**src/rtl/mxb_pkg.sv**
```systemverilog
package mxb_pkg;

    typedef enum logic [2:0] {
        ACC_NONE,
        ACC_BAD,
        ACC_DATA_RD,
        ACC_DATA_WR,
        ACC_CMD_RD,
        ACC_CMD_WR
    } acc_kind_e;

    typedef struct packed {
        logic        active;
        logic [31:0] cmd;
        logic [31:0] data;
    } win_state_t;

    typedef struct packed {
        logic        valid;
        logic        err;
        logic [31:0] rdata;
    } host_rsp_t;

endpackage

```
**src/rtl/mxb_decode.sv**
```systemverilog
module mxb_decode
    import mxb_pkg::*;
#(
    parameter int LOC_AW    = 3,
    parameter int SIZE_CODE = 2
) (
    input  logic              req,
    input  logic              we,
    input  logic [LOC_AW-1:0] addr,
    input  logic [1:0]        size,
    output acc_kind_e         kind
);
    localparam int ALIGN_W = SIZE_CODE;

    logic legal;

    always_comb begin
        legal = (size == 2'(SIZE_CODE)) && (addr[ALIGN_W-1:0] == '0);
        if (!req) begin
            kind = ACC_NONE;
        end else if (!legal) begin
            kind = ACC_BAD;
        end else if (addr[ALIGN_W]) begin
            kind = we ? ACC_CMD_WR : ACC_CMD_RD;
        end else begin
            kind = we ? ACC_DATA_WR : ACC_DATA_RD;
        end
    end
endmodule

```
**src/rtl/mxb_cmd_match.sv**
```systemverilog
module mxb_cmd_match #(
    parameter int          DATA_W   = 32,
    parameter int          TYPE_LSB = 16,
    parameter logic [14:0] TYPE_SEL = 15'h0001
) (
    input  logic [DATA_W-1:0] value,
    output logic              hit,
    output logic              go
);
    localparam int GO_BIT = DATA_W - 1;
    localparam int TYPE_W = GO_BIT - TYPE_LSB;

    logic [TYPE_W-1:0] type_fld;

    always_comb begin
        type_fld = value[GO_BIT-1:TYPE_LSB];
        hit      = (type_fld == TYPE_W'(TYPE_SEL));
        go       = value[GO_BIT];
    end
endmodule

```
**src/rtl/mxb_state.sv**
```systemverilog
module mxb_state
    import mxb_pkg::*;
(
    input  logic        clk,
    input  logic        rst_n,
    input  acc_kind_e   kind,
    input  logic [31:0] wdata,
    input  logic        hit,
    output win_state_t  st_q
);
    win_state_t st_d;

    always_comb begin
        st_d = st_q;
        case (kind)
            ACC_CMD_WR: begin
                st_d.active = hit;
                if (hit) begin
                    st_d.cmd = wdata;
                end
            end
            ACC_DATA_WR: st_d.data = wdata;
            default: ;
        endcase
    end

    always_ff @(posedge clk or negedge rst_n) begin
        if (!rst_n) begin
            st_q <= '0;
        end else begin
            st_q <= st_d;
        end
    end


    activate_on_match_chk: assert property (@(posedge clk) disable iff (!rst_n)
        (kind == ACC_CMD_WR && hit) |=> (st_q.active && st_q.cmd == $past(wdata)));

    deactivate_on_miss_chk: assert property (@(posedge clk) disable iff (!rst_n)
        (kind == ACC_CMD_WR && !hit) |=> !st_q.active);

    data_capture_chk: assert property (@(posedge clk) disable iff (!rst_n)
        (kind == ACC_DATA_WR) |=> (st_q.data == $past(wdata)));

    bad_keeps_state_chk: assert property (@(posedge clk) disable iff (!rst_n)
        (kind == ACC_BAD) |=> $stable(st_q));
endmodule

```
**src/rtl/mxb_route.sv**
```systemverilog
module mxb_route
    import mxb_pkg::*;
#(
    parameter int               DEV_AW   = 8,
    parameter logic [DEV_AW-1:0] DEV_BASE = 8'h70,
    parameter int               OFF_W    = 12
) (
    input  logic              clk,
    input  logic              rst_n,
    input  acc_kind_e         kind,
    input  logic [31:0]       wdata,
    input  logic              hit,
    input  logic              go,
    input  win_state_t        st,
    input  logic              tbl_present,
    input  logic [31:0]       dev_rdata,
    input  logic [31:0]       tbl_rdata,
    output logic              dev_req,
    output logic              dev_we,
    output logic [DEV_AW-1:0] dev_addr,
    output logic [31:0]       dev_wdata,
    output logic              tbl_re,
    output logic              tbl_we,
    output logic [OFF_W-1:0]  tbl_addr,
    output logic [31:0]       tbl_wdata,
    output host_rsp_t         rsp_q
);
    localparam logic [DEV_AW-1:0] CMD_DEV = DEV_BASE + DEV_AW'(4);
    localparam logic [31:0]       GO_MASK = 32'h8000_0000;

    host_rsp_t rsp_d;

    always_comb begin
        dev_req   = 1'b0;
        dev_we    = 1'b0;
        dev_addr  = DEV_BASE;
        dev_wdata = wdata;
        tbl_re    = 1'b0;
        tbl_we    = 1'b0;
        tbl_addr  = st.cmd[OFF_W-1:0];
        tbl_wdata = st.data;
        rsp_d       = '0;
        rsp_d.valid = (kind != ACC_NONE);
        case (kind)
            ACC_BAD: rsp_d.err = 1'b1;
            ACC_DATA_WR: begin
                dev_req = 1'b1;
                dev_we  = 1'b1;
            end
            ACC_CMD_WR: begin
                if (hit && go) begin
                    tbl_we   = tbl_present;
                    tbl_addr = wdata[OFF_W-1:0];
                end else begin
                    dev_req  = 1'b1;
                    dev_we   = 1'b1;
                    dev_addr = CMD_DEV;
                end
            end
            ACC_CMD_RD: begin
                if (st.active) begin
                    rsp_d.rdata = st.cmd ^ GO_MASK;
                end else begin
                    dev_req     = 1'b1;
                    dev_addr    = CMD_DEV;
                    rsp_d.rdata = dev_rdata;
                end
            end
            ACC_DATA_RD: begin
                if (st.active) begin
                    if (tbl_present) begin
                        tbl_re      = 1'b1;
                        rsp_d.rdata = tbl_rdata;
                    end
                end else begin
                    dev_req     = 1'b1;
                    rsp_d.rdata = dev_rdata;
                end
            end
            default: ;
        endcase
    end

    always_ff @(posedge clk or negedge rst_n) begin
        if (!rst_n) begin
            rsp_q <= '0;
        end else begin
            rsp_q <= rsp_d;
        end
    end


    table_write_private_chk: assert property (@(posedge clk) disable iff (!rst_n)
        tbl_we |-> !dev_req);

    table_gated_chk: assert property (@(posedge clk) disable iff (!rst_n)
        (tbl_we || tbl_re) |-> tbl_present);

    bad_blocked_chk: assert property (@(posedge clk) disable iff (!rst_n)
        (kind == ACC_BAD) |-> (!dev_req && !tbl_we && !tbl_re));

    active_cmd_rd_local_chk: assert property (@(posedge clk) disable iff (!rst_n)
        (kind == ACC_CMD_RD && st.active) |-> !dev_req);

    data_wr_forward_chk: assert property (@(posedge clk) disable iff (!rst_n)
        (kind == ACC_DATA_WR) |-> (dev_req && dev_we && dev_addr == DEV_BASE));
endmodule

```
**src/rtl/mxb_intercept.sv**
```systemverilog
module mxb_intercept
    import mxb_pkg::*;
#(
    parameter int               DEV_AW   = 8,
    parameter logic [DEV_AW-1:0] DEV_BASE = 8'h70,
    parameter int               OFF_W    = 12,
    parameter logic [14:0]      TYPE_SEL = 15'h0001
) (
    input  logic              clk,
    input  logic              rst_n,
    input  logic              host_req,
    input  logic              host_we,
    input  logic [2:0]        host_addr,
    input  logic [1:0]        host_size,
    input  logic [31:0]       host_wdata,
    output logic              host_rsp_valid,
    output logic              host_rsp_err,
    output logic [31:0]       host_rdata,
    output logic              dev_req,
    output logic              dev_we,
    output logic [DEV_AW-1:0] dev_addr,
    output logic [31:0]       dev_wdata,
    input  logic [31:0]       dev_rdata,
    input  logic              tbl_present,
    output logic              tbl_re,
    output logic              tbl_we,
    output logic [OFF_W-1:0]  tbl_addr,
    output logic [31:0]       tbl_wdata,
    input  logic [31:0]       tbl_rdata
);
    localparam int LOC_AW = 3;

    acc_kind_e  kind;
    logic       hit;
    logic       go;
    win_state_t st_q;
    host_rsp_t  rsp_q;

    mxb_decode #(.LOC_AW(LOC_AW), .SIZE_CODE(2)) u_decode (
        .req  (host_req),
        .we   (host_we),
        .addr (host_addr),
        .size (host_size),
        .kind (kind)
    );

    mxb_cmd_match #(.DATA_W(32), .TYPE_LSB(16), .TYPE_SEL(TYPE_SEL)) u_match (
        .value (host_wdata),
        .hit   (hit),
        .go    (go)
    );

    mxb_state u_state (
        .clk   (clk),
        .rst_n (rst_n),
        .kind  (kind),
        .wdata (host_wdata),
        .hit   (hit),
        .st_q  (st_q)
    );

    mxb_route #(.DEV_AW(DEV_AW), .DEV_BASE(DEV_BASE), .OFF_W(OFF_W)) u_route (
        .clk         (clk),
        .rst_n       (rst_n),
        .kind        (kind),
        .wdata       (host_wdata),
        .hit         (hit),
        .go          (go),
        .st          (st_q),
        .tbl_present (tbl_present),
        .dev_rdata   (dev_rdata),
        .tbl_rdata   (tbl_rdata),
        .dev_req     (dev_req),
        .dev_we      (dev_we),
        .dev_addr    (dev_addr),
        .dev_wdata   (dev_wdata),
        .tbl_re      (tbl_re),
        .tbl_we      (tbl_we),
        .tbl_addr    (tbl_addr),
        .tbl_wdata   (tbl_wdata),
        .rsp_q       (rsp_q)
    );

    assign host_rsp_valid = rsp_q.valid;
    assign host_rsp_err   = rsp_q.err;
    assign host_rdata     = rsp_q.rdata;


    rsp_follows_req_chk: assert property (@(posedge clk) disable iff (!rst_n)
        host_req |=> host_rsp_valid);

    no_spurious_rsp_chk: assert property (@(posedge clk) disable iff (!rst_n)
        !host_req |=> !host_rsp_valid);
endmodule

```
**config.mk**
```make
export PLATFORM = sky130hd
export DESIGN_NAME = mxb_intercept
export DESIGN_NICKNAME = d
export VERILOG_FILES = /design/src/rtl/mxb_pkg.sv /design/src/rtl/mxb_decode.sv /design/src/rtl/mxb_cmd_match.sv /design/src/rtl/mxb_state.sv /design/src/rtl/mxb_route.sv /design/src/rtl/mxb_intercept.sv
export SDC_FILE = /design/constraint.sdc
export NUM_CORES = 1
export LEC_CHECK = 0
export ABC_AREA = 0
export BUFFER_PORTS_ARGS = -buffer_cell sky130_fd_sc_hd__buf_4
export CORE_MARGIN = 2
export CORE_UTILIZATION = 46
export CTS_CLUSTER_SIZE = 8
export DETAILED_ROUTE_END_ITERATION = 10
export MAX_ROUTING_LAYER = met4
export PLACE_DENSITY = 0.8
export SYNTH_ARGS = -nofsm -noshare
export SYNTH_HDL_FRONTEND = slang
export SYNTH_SLANG_ARGS = --single-unit
```
**constraint.sdc**
```tcl
create_clock -name clk -period 1.6 [get_ports clk]
set_input_delay 0 -clock clk [delete_from_list [all_inputs] [get_ports clk]]
set_output_delay 0 -clock clk [all_outputs]
set_load 0.03 [all_outputs]
```
==> impl_results.md, run 1 <==
- Post-layout minimum cycle time: 1.60 ns
- Largest family of logic cells by synthesized area: multiplexers
- Post-Syn Area: 0.00467 mm²
- Fmax: 625 MHz
- Async set-reset flop share out of synthesis: 1.00
- Total track usage: 0.283
- Initial Util: 0.476
- # IOs: 228
- Worst EP required: 1.60 ns
- CTS root buffer: clkbuf_8
- DR top layer: met4
- Synth warnings: 0
- Grt ovf: 0
- Largest net degree at the start of global routing: 49
- Core ar.: 0.00982 mm²
- First-pass GRT wire length: 23,400 µm
- Crit path launch: host_wdata[27]
- Simple-Gate Fraction of Synth Area: 0.0627
- Synth Register Bits: 99
- Total Wirelength: 15,300 µm
- Die extent in y: 105 µm
- GPL Wtd Cong: 0.847
- DRT iter0 DRCs: 204
- H-Tree Depth: 3
- R2R setup slack: 0.22 ns
- Port Buf Inserts: 220
- Mean Syn Cell Area: 12.7 µm²
- Leakage dissipation: 3.87 nW
- Pre-CTS setup slack: -0.185 ns
- Finished Cell Area: 0.00759 mm²
- HPWL Detailed: 8740 µm
- DRT Pass-1 Iters: 4
- Critical path class: primary input to output port
- Xor/xnor share of the synthesized area: 0
- Routed met3 length: 784 µm
- Complex-gate fraction of the synthesized area: 0.117
- Critical Path End: tbl_addr[1]
- Die W: 105 µm
- Max VDD drop: 0.665 mV
- Final Skew: 0.00757 ns
- Period utilisation layout: 1.00
- Number of routed nets with antenna violations: 0
- Final #Nets: 757
- Reg2reg start: u_state.st_q[64]$_DFFE_PN0N_
- Total number of vias: 4,029
- Setup TNS: 0 ns
- Die footprint: 0.0110 mm²
- Adder-cell share of the synthesized area: 0
- RSZ-0062 raised after global routing: true
- Worst min path class: primary input to asynchronous set/reset pin
- FF-to-FF End: u_route.rsp_q[26]$_DFF_PN0_
- Worst Path Arrival: 1.60 ns
- Seq/Total Area, Yosys: 0.531
- FP Rows: 36
- Number of global-route vias before repair: 4,382
- Critical path peak fanout: 6
- M1 wire length: 5750 µm
- Critical Path Sink Type: output port
- DR WL/cell: 19.3 µm
- CTS Buf Count: 9
- Number of synthesized flops with an enable pin: 0
- Clock buffer depth: 2
- Core Util, Final: 0.773
- CTS Sinks: 99
- DR DRC count: 0
- Final Hold Viols: 0
- Via-to-Cell Ratio: 5.10
- Clk slew on worst S/H paths: 0.10 ns
- Met2 wire len: 8030 µm
- Area added between synthesis and finish: 62.6%
- Multiplexer share of the synthesized area: 0.145
- Antenna violations before repair: 1
- Final setup fails: 0
- R2R cell count: 5
- Status: finished clean
- Clk Latency, worst-skew pair: 0.36 ns
- Dpl cell area: 0.00607 mm²
- CTS tree: built
- Layout cell share with drive strength beyond 1: 0.502
- Yosys cell types: 33
- Final Slew Violations: 0
- Power Density: 749 mW/mm²
- Post-Syn Instances: 367
- Synth Flop Type: dfrtp_1
- Max-cap violations: 0
- Startpoint Class: primary input
- Post-route setup slack: 0.000533 ns
==> final cells by class <==
type	count	area (µm²)
clock inverters	6	71.3
inverters	3	11.3
diodes	1	2.50
flip-flops and latches	99	2480
clock buffers	10	138
multi-input cells	176	1640
well taps	133	166
fillers	585	2230
repair buffers	362	3090
==> kinds of logic (layout without fill, tap and decap cells) <==
group                  count (synthesis)  after routing
other                                  2              8
muxes                                 60             60
buffers and inverters                 97            381
and+or+nand+nor                       41             41
DFF                                   99             99
AOI/OAI and AO/OA                     68             68
==> how the worst min path moves through the flow <==
| stage | start | end | slack (ns) |
|---|---|---|---|
| 2_1_floorplan | rst_n | u_route.rsp_q[0]$_DFF_PN0_ | -0.30 |
| 3_3_place_gp | rst_n | u_route.rsp_q[24]$_DFF_PN0_ | -0.03 |
| 3_5_place_dp | rst_n | u_route.rsp_q[27]$_DFF_PN0_ | -0.02 |
| 4_1_cts | rst_n | u_route.rsp_q[27]$_DFF_PN0_ | 0.10 |
| 5_1_grt | host_addr[2] | u_route.rsp_q[9]$_DFF_PN0_ | 0.13 |
| 6_report | rst_n | u_route.rsp_q[24]$_DFF_PN0_ | 0.13 |
==> routing by layer <==
layer,vias to the layer above,GRT usage
li1,1806,-
met1,1969,0.311
met2,193,0.487
met3,61,0.0543
met4,0,0.150
met5,-,-
==> flip-flops by register name, summed over array words and instances (netlist names) <==
name	flops
u_route.rsp_q	34
u_state.st_q	65
==> power breakdown <==
group	internal [W]	switching [W]	total, W
Sequential	0.00261	0.0000627	0.00268
Combinational	0.000656	0.000670	0.00133
Clock	0.000780	0.000906	0.00169
Total	0.00405	0.00164	0.00569
==> cells in the final DEF, fill, tap and decap left out, types with 7 or more instances in the layout <==
cell type	Yosys	layout
buf_4	76	237
dlygate4sd3_1	0	100
dfrtp_1	99	99
a22oi_1	32	32
o2bb2ai_1	32	32
mux2_2	30	30
buf_6	2	22
mux2_1	30	18
nor2b_1	15	15
mux2_4	0	12
clkbuf_8	0	10
conb_1	2	7
==> cells in the mapped netlist, types with 3 or more instances <==
cell type	count	area (µm²)
inv_1	3	11.3
nor2b_1	15	93.8
a22oi_1	32	240
mux2_1	30	338
clkbuf_1	12	45.0
nand2_1	3	11.3
buf_4	76	571
buf_2	4	20.0
nand4_1	3	18.8
o2bb2ai_1	32	280
mux2_2	30	338
nor4_1	3	18.8
dfrtp_1	99	2480
==> what timing repair did <==
action	4_1_cts	5_1_grt
hold endpoints to repair	162	0
buffers inserted	3	14
gates cloned	1	0
resized for setup	41	1
setup endpoints to repair	13	14
pin swaps	5	6
hold buffers	100	0
==> metrics by stage <==
| stage | total power [W] | cells | hold WS, ns |
|---|---|---|---|
| after global placement | 0.00378 | 656 | -0.0318 |
| final | 0.00569 | 790 | 0.133 |
| after CTS | 0.00568 | 776 | 0.100 |
| after floorplan | 0.00344 | 372 | -0.296 |
| after detailed placement | 0.00380 | 656 | -0.0218 |
| after global routing | 0.00588 | 790 | 0.129 |
==> critical path, cell delays in order <==
cell	delay [ns]
buf_6	0.10
nor4_4	0.26
buf_4	0.16
nand4_1	0.16
nor3_4	0.21
buf_6	0.14
buf_12	0.12
mux2_4	0.31
buf_6	0.14
Power figures use the tool's default switching activity.
==> run 2, diff against run 1 <==
--- a/config.mk
+++ b/config.mk
@@ -8,11 +8,13 @@
 export ABC_AREA = 0
 export BUFFER_PORTS_ARGS = -buffer_cell sky130_fd_sc_hd__buf_4
 export CORE_MARGIN = 2
-export CORE_UTILIZATION = 46
+export CORE_UTILIZATION = 50
 export CTS_CLUSTER_SIZE = 8
 export DETAILED_ROUTE_END_ITERATION = 10
 export MAX_ROUTING_LAYER = met4
-export PLACE_DENSITY = 0.8
+export PLACE_DENSITY = 0.85
+export SKIP_LAST_GASP = 1
 export SYNTH_ARGS = -nofsm -noshare
 export SYNTH_HDL_FRONTEND = slang
+export SYNTH_HIERARCHICAL = 1
 export SYNTH_SLANG_ARGS = --single-unit
==> constraint.sdc (replaced) <==
create_clock -name clk -period 2 [get_ports clk]
set_input_delay 0 -clock clk [delete_from_list [all_inputs] [get_ports clk]]
set_output_delay 0 -clock clk [all_outputs]
set_load 0.03 [all_outputs]
==> run 2 against run 1 <==
Worst hold slack worse by 0.071 ns. Flip-flop and latch count unchanged. Routed wire length down 7.1%. Critical path depth unchanged. Clock skew up 0.0043 ns. Largest power group unchanged. Highest routed layer unchanged.
==> impl_results.md, run 2 <==
- CTS tree: built
- CTS Buf Count: 9
- Post-route setup slack: 0.0537 ns
- Via-to-Cell Ratio: 5.19
- # IOs: 228
- Worst Path Arrival: 1.95 ns
- Grt ovf: 0
- Synth area leader: dfrtp_1
- Setup TNS: 0 ns
- Mean Syn Cell Area: 13.1 µm²
- Layout cell share with drive strength beyond 1: 0.536
- Worst min path class: primary input to register
- GPL Wtd Cong: 0.847
- Register area: 0.00248 mm²
- FP Rows: 35
- Largest Register: u_state/st_q
- Post-Layout Cell Count: 763
- Leading registers by flop count: u_state/st_q x65, u_route/rsp_q x34
- Max VDD drop: 0.462 mV
- Diodes inserted: 0
- Yosys cell types: 38
- Synth warnings: 6
- Top cell by count, worst path: buf_4
- Crit-path slowest cell: or4b_4
- Largest register FFs: 65
- Max incr delay on CP: 0.57 ns
- Clock buffer depth: 2
- Die footprint: 0.0104 mm²
- Number of synthesized flops with an enable pin: 0
- Final Slew Violations: 0
- Final setup fails: 0
- Final #Nets: 736
- Die W: 102 µm
- Post-layout minimum cycle time: 1.95 ns
- Critical Path Sink Type: output port
- Max-cap violations: 0
- CTS Sinks: 99
- DR top layer: met4
- Top cells by count, synth: 99 x dfrtp_1, 73 x buf_4, 73 x mux2_2, 31 x a221o_1, 31 x and2_1
- Synth Register Bits: 99
- Met2 wire len: 7620 µm
- Commonest non-fill, non-tap cell in the layout: buf_4
- M1 wire length: 5180 µm
- Antenna violations before repair: 0
- HPWL Detailed: 9000 µm
- Initial Util: 0.518
- H-Tree Depth: 3
- Total Wirelength: 14,200 µm
- Most frequent cell after synthesis: dfrtp_1
- Async set-reset flop share out of synthesis: 1.00
- Delay-heaviest family, CP: simple AND/OR/NAND/NOR gates
- Seq/Total Area, Yosys: 0.515
- DRT Pass-1 Iters: 4
- Routed met3 length: 904 µm
- Area of the multi-input gates: 0.00169 mm²
- Number of fillers in the final layout: 514
- Startpoint Class: primary input
- Clk slew on worst S/H paths: 0.09 ns
- Power Density: 588 mW/mm²
- CTS root buffer: clkbuf_8
- Post-synth top area share: 0.515
- Top post-synthesis cells by area: dfrtp_1 51%, mux2_2 17%, buf_4 11%
- Post-Syn Area: 0.00481 mm²
- RSZ-0062 raised after global routing: false
- Critical path peak fanout: 13
- Area added between synthesis and finish: 53.5%
- Die extent in y: 102 µm
- Number of routed nets with antenna violations: 0
- Final Skew: 0.0118 ns
- Total number of vias: 3,957
- Number of global-route vias before repair: 4,316
- Clk Latency, worst-skew pair: 0.35 ns
- DR WL/cell: 18.6 µm
- DR DRC count: 0
- Total track usage: 0.283
- Synth Flop Type: dfrtp_1
- Final Hold Viols: 0
- Leakage dissipation: 3.88 nW
- Pre-CTS setup slack: -0.157 ns
- Post-Syn Instances: 366
- Largest net degree at the start of global routing: 52
- Status: finished clean
- WP buf/inv: 4
- Most frequent cells in the layout: 234 x buf_4, 99 x dfrtp_1, 95 x dlygate4sd3_1
- Fmax: 514 MHz
- Core ar.: 0.00928 mm²
- Worst EP required: 2.00 ns
- Port Buf Inserts: 220
- Critical path class: primary input to output port
- Period utilisation layout: 0.973
- Critical-path cell list: buf_4 -> or4b_4 -> nor3_2 -> buf_6 -> nand2b_1 -> nor3_4 -> buf_12 -> mux2_1 -> buf_4
- First-pass GRT wire length: 21,800 µm
- Post-Place Cells: 652
- DRT iter0 DRCs: 77
-- run 2: final timing paths --
check	start	to	slack [ns]	cells past startpoint
setup / recovery	host_size[0]	tbl_addr[10]	0.05	9
min in group asynchronous	rst_n	u_route/rsp_q[2]$_DFF_PN0_	0.11	2
max in group asynchronous	rst_n	u_state/st_q[64]$_DFFE_PN0N_	1.21	3
hold reg to reg	u_state/st_q[58]$_DFFE_PN0P_	u_state/st_q[58]$_DFFE_PN0P_	0.49	1
hold / removal	tbl_rdata[31]	u_route/rsp_q[31]$_DFF_PN0_	0.06	4
setup reg to reg	u_state/st_q[64]$_DFFE_PN0N_	u_route/rsp_q[3]$_DFF_PN0_	0.45	4
-- run 2: timing repair --
action | CTS | global route
pin swaps | 1 | 0
hold endpoints to repair | 195 | 0
buffers inserted | 1 | 0
hold buffers | 95 | 0
gates resized for setup | 0 | 2
setup endpoints to repair | 12 | 2
-- run 2: cell type report --
cell class	count	area share
inverter	4	0.00203
timing repair buffer	338	0.389
clock inverter	5	0.00508
multi-input combinational	178	0.228
clock buffer	10	0.0186
tap	129	0.0219
sequential	99	0.335
-- run 2: power by group --
group | switching [W] | internal (W) | total [W]
logic | 0.000525 | 0.000498 | 0.00102
registers | 0.0000548 | 0.00209 | 0.00215
clock network | 0.000682 | 0.000484 | 0.00117
total | 0.00126 | 0.00308 | 0.00434
-- run 2: stage by stage --
| step | hold slack, ns | util | power [W] | instance area (µm²) |
|---|---|---|---|---|
| 2_1_floorplan | -0.296 | - | 0.00275 | 4850 |
| 3_3_place_gp | -0.0792 | 0.671 | 0.00303 | 6230 |
| 3_5_place_dp | -0.0670 | 0.671 | 0.00305 | 6230 |
| 4_1_cts | 0.0456 | 0.795 | 0.00435 | 7380 |
| 5_1_grt | 0.0931 | 0.795 | 0.00453 | 7380 |
| 6_report | 0.0624 | 0.795 | 0.00434 | 7380 |
-- run 2: kinds of logic after synthesis --
| family | Yosys count | share of synthesized area |
|---|---|---|
| AND/OR/NAND/NOR | 56 | 0.0861 |
| XOR/XNOR | 1 | 0.00182 |
| flip-flops | 99 | 0.515 |
| buffers and inverters | 94 | 0.143 |
| multiplexers | 76 | 0.178 |
| other | 2 | 0.00156 |
| AO/OA/AOI/OAI | 38 | 0.0744 |
-- run 2: worst min-delay path: cells and delay by family --
family	cells	cell delay (ns)
and+or+nand+nor	1	0.09
AOI/OAI and AO/OA	2	0.20
buffers and inverters	1	0.08
-- run 2: metal layers --
metal	GRT usage	up-vias
met3	0.0622	42
met5	-	-
li1	-	1754
met2	0.487	195
met4	0.124	0
met1	0.318	1966
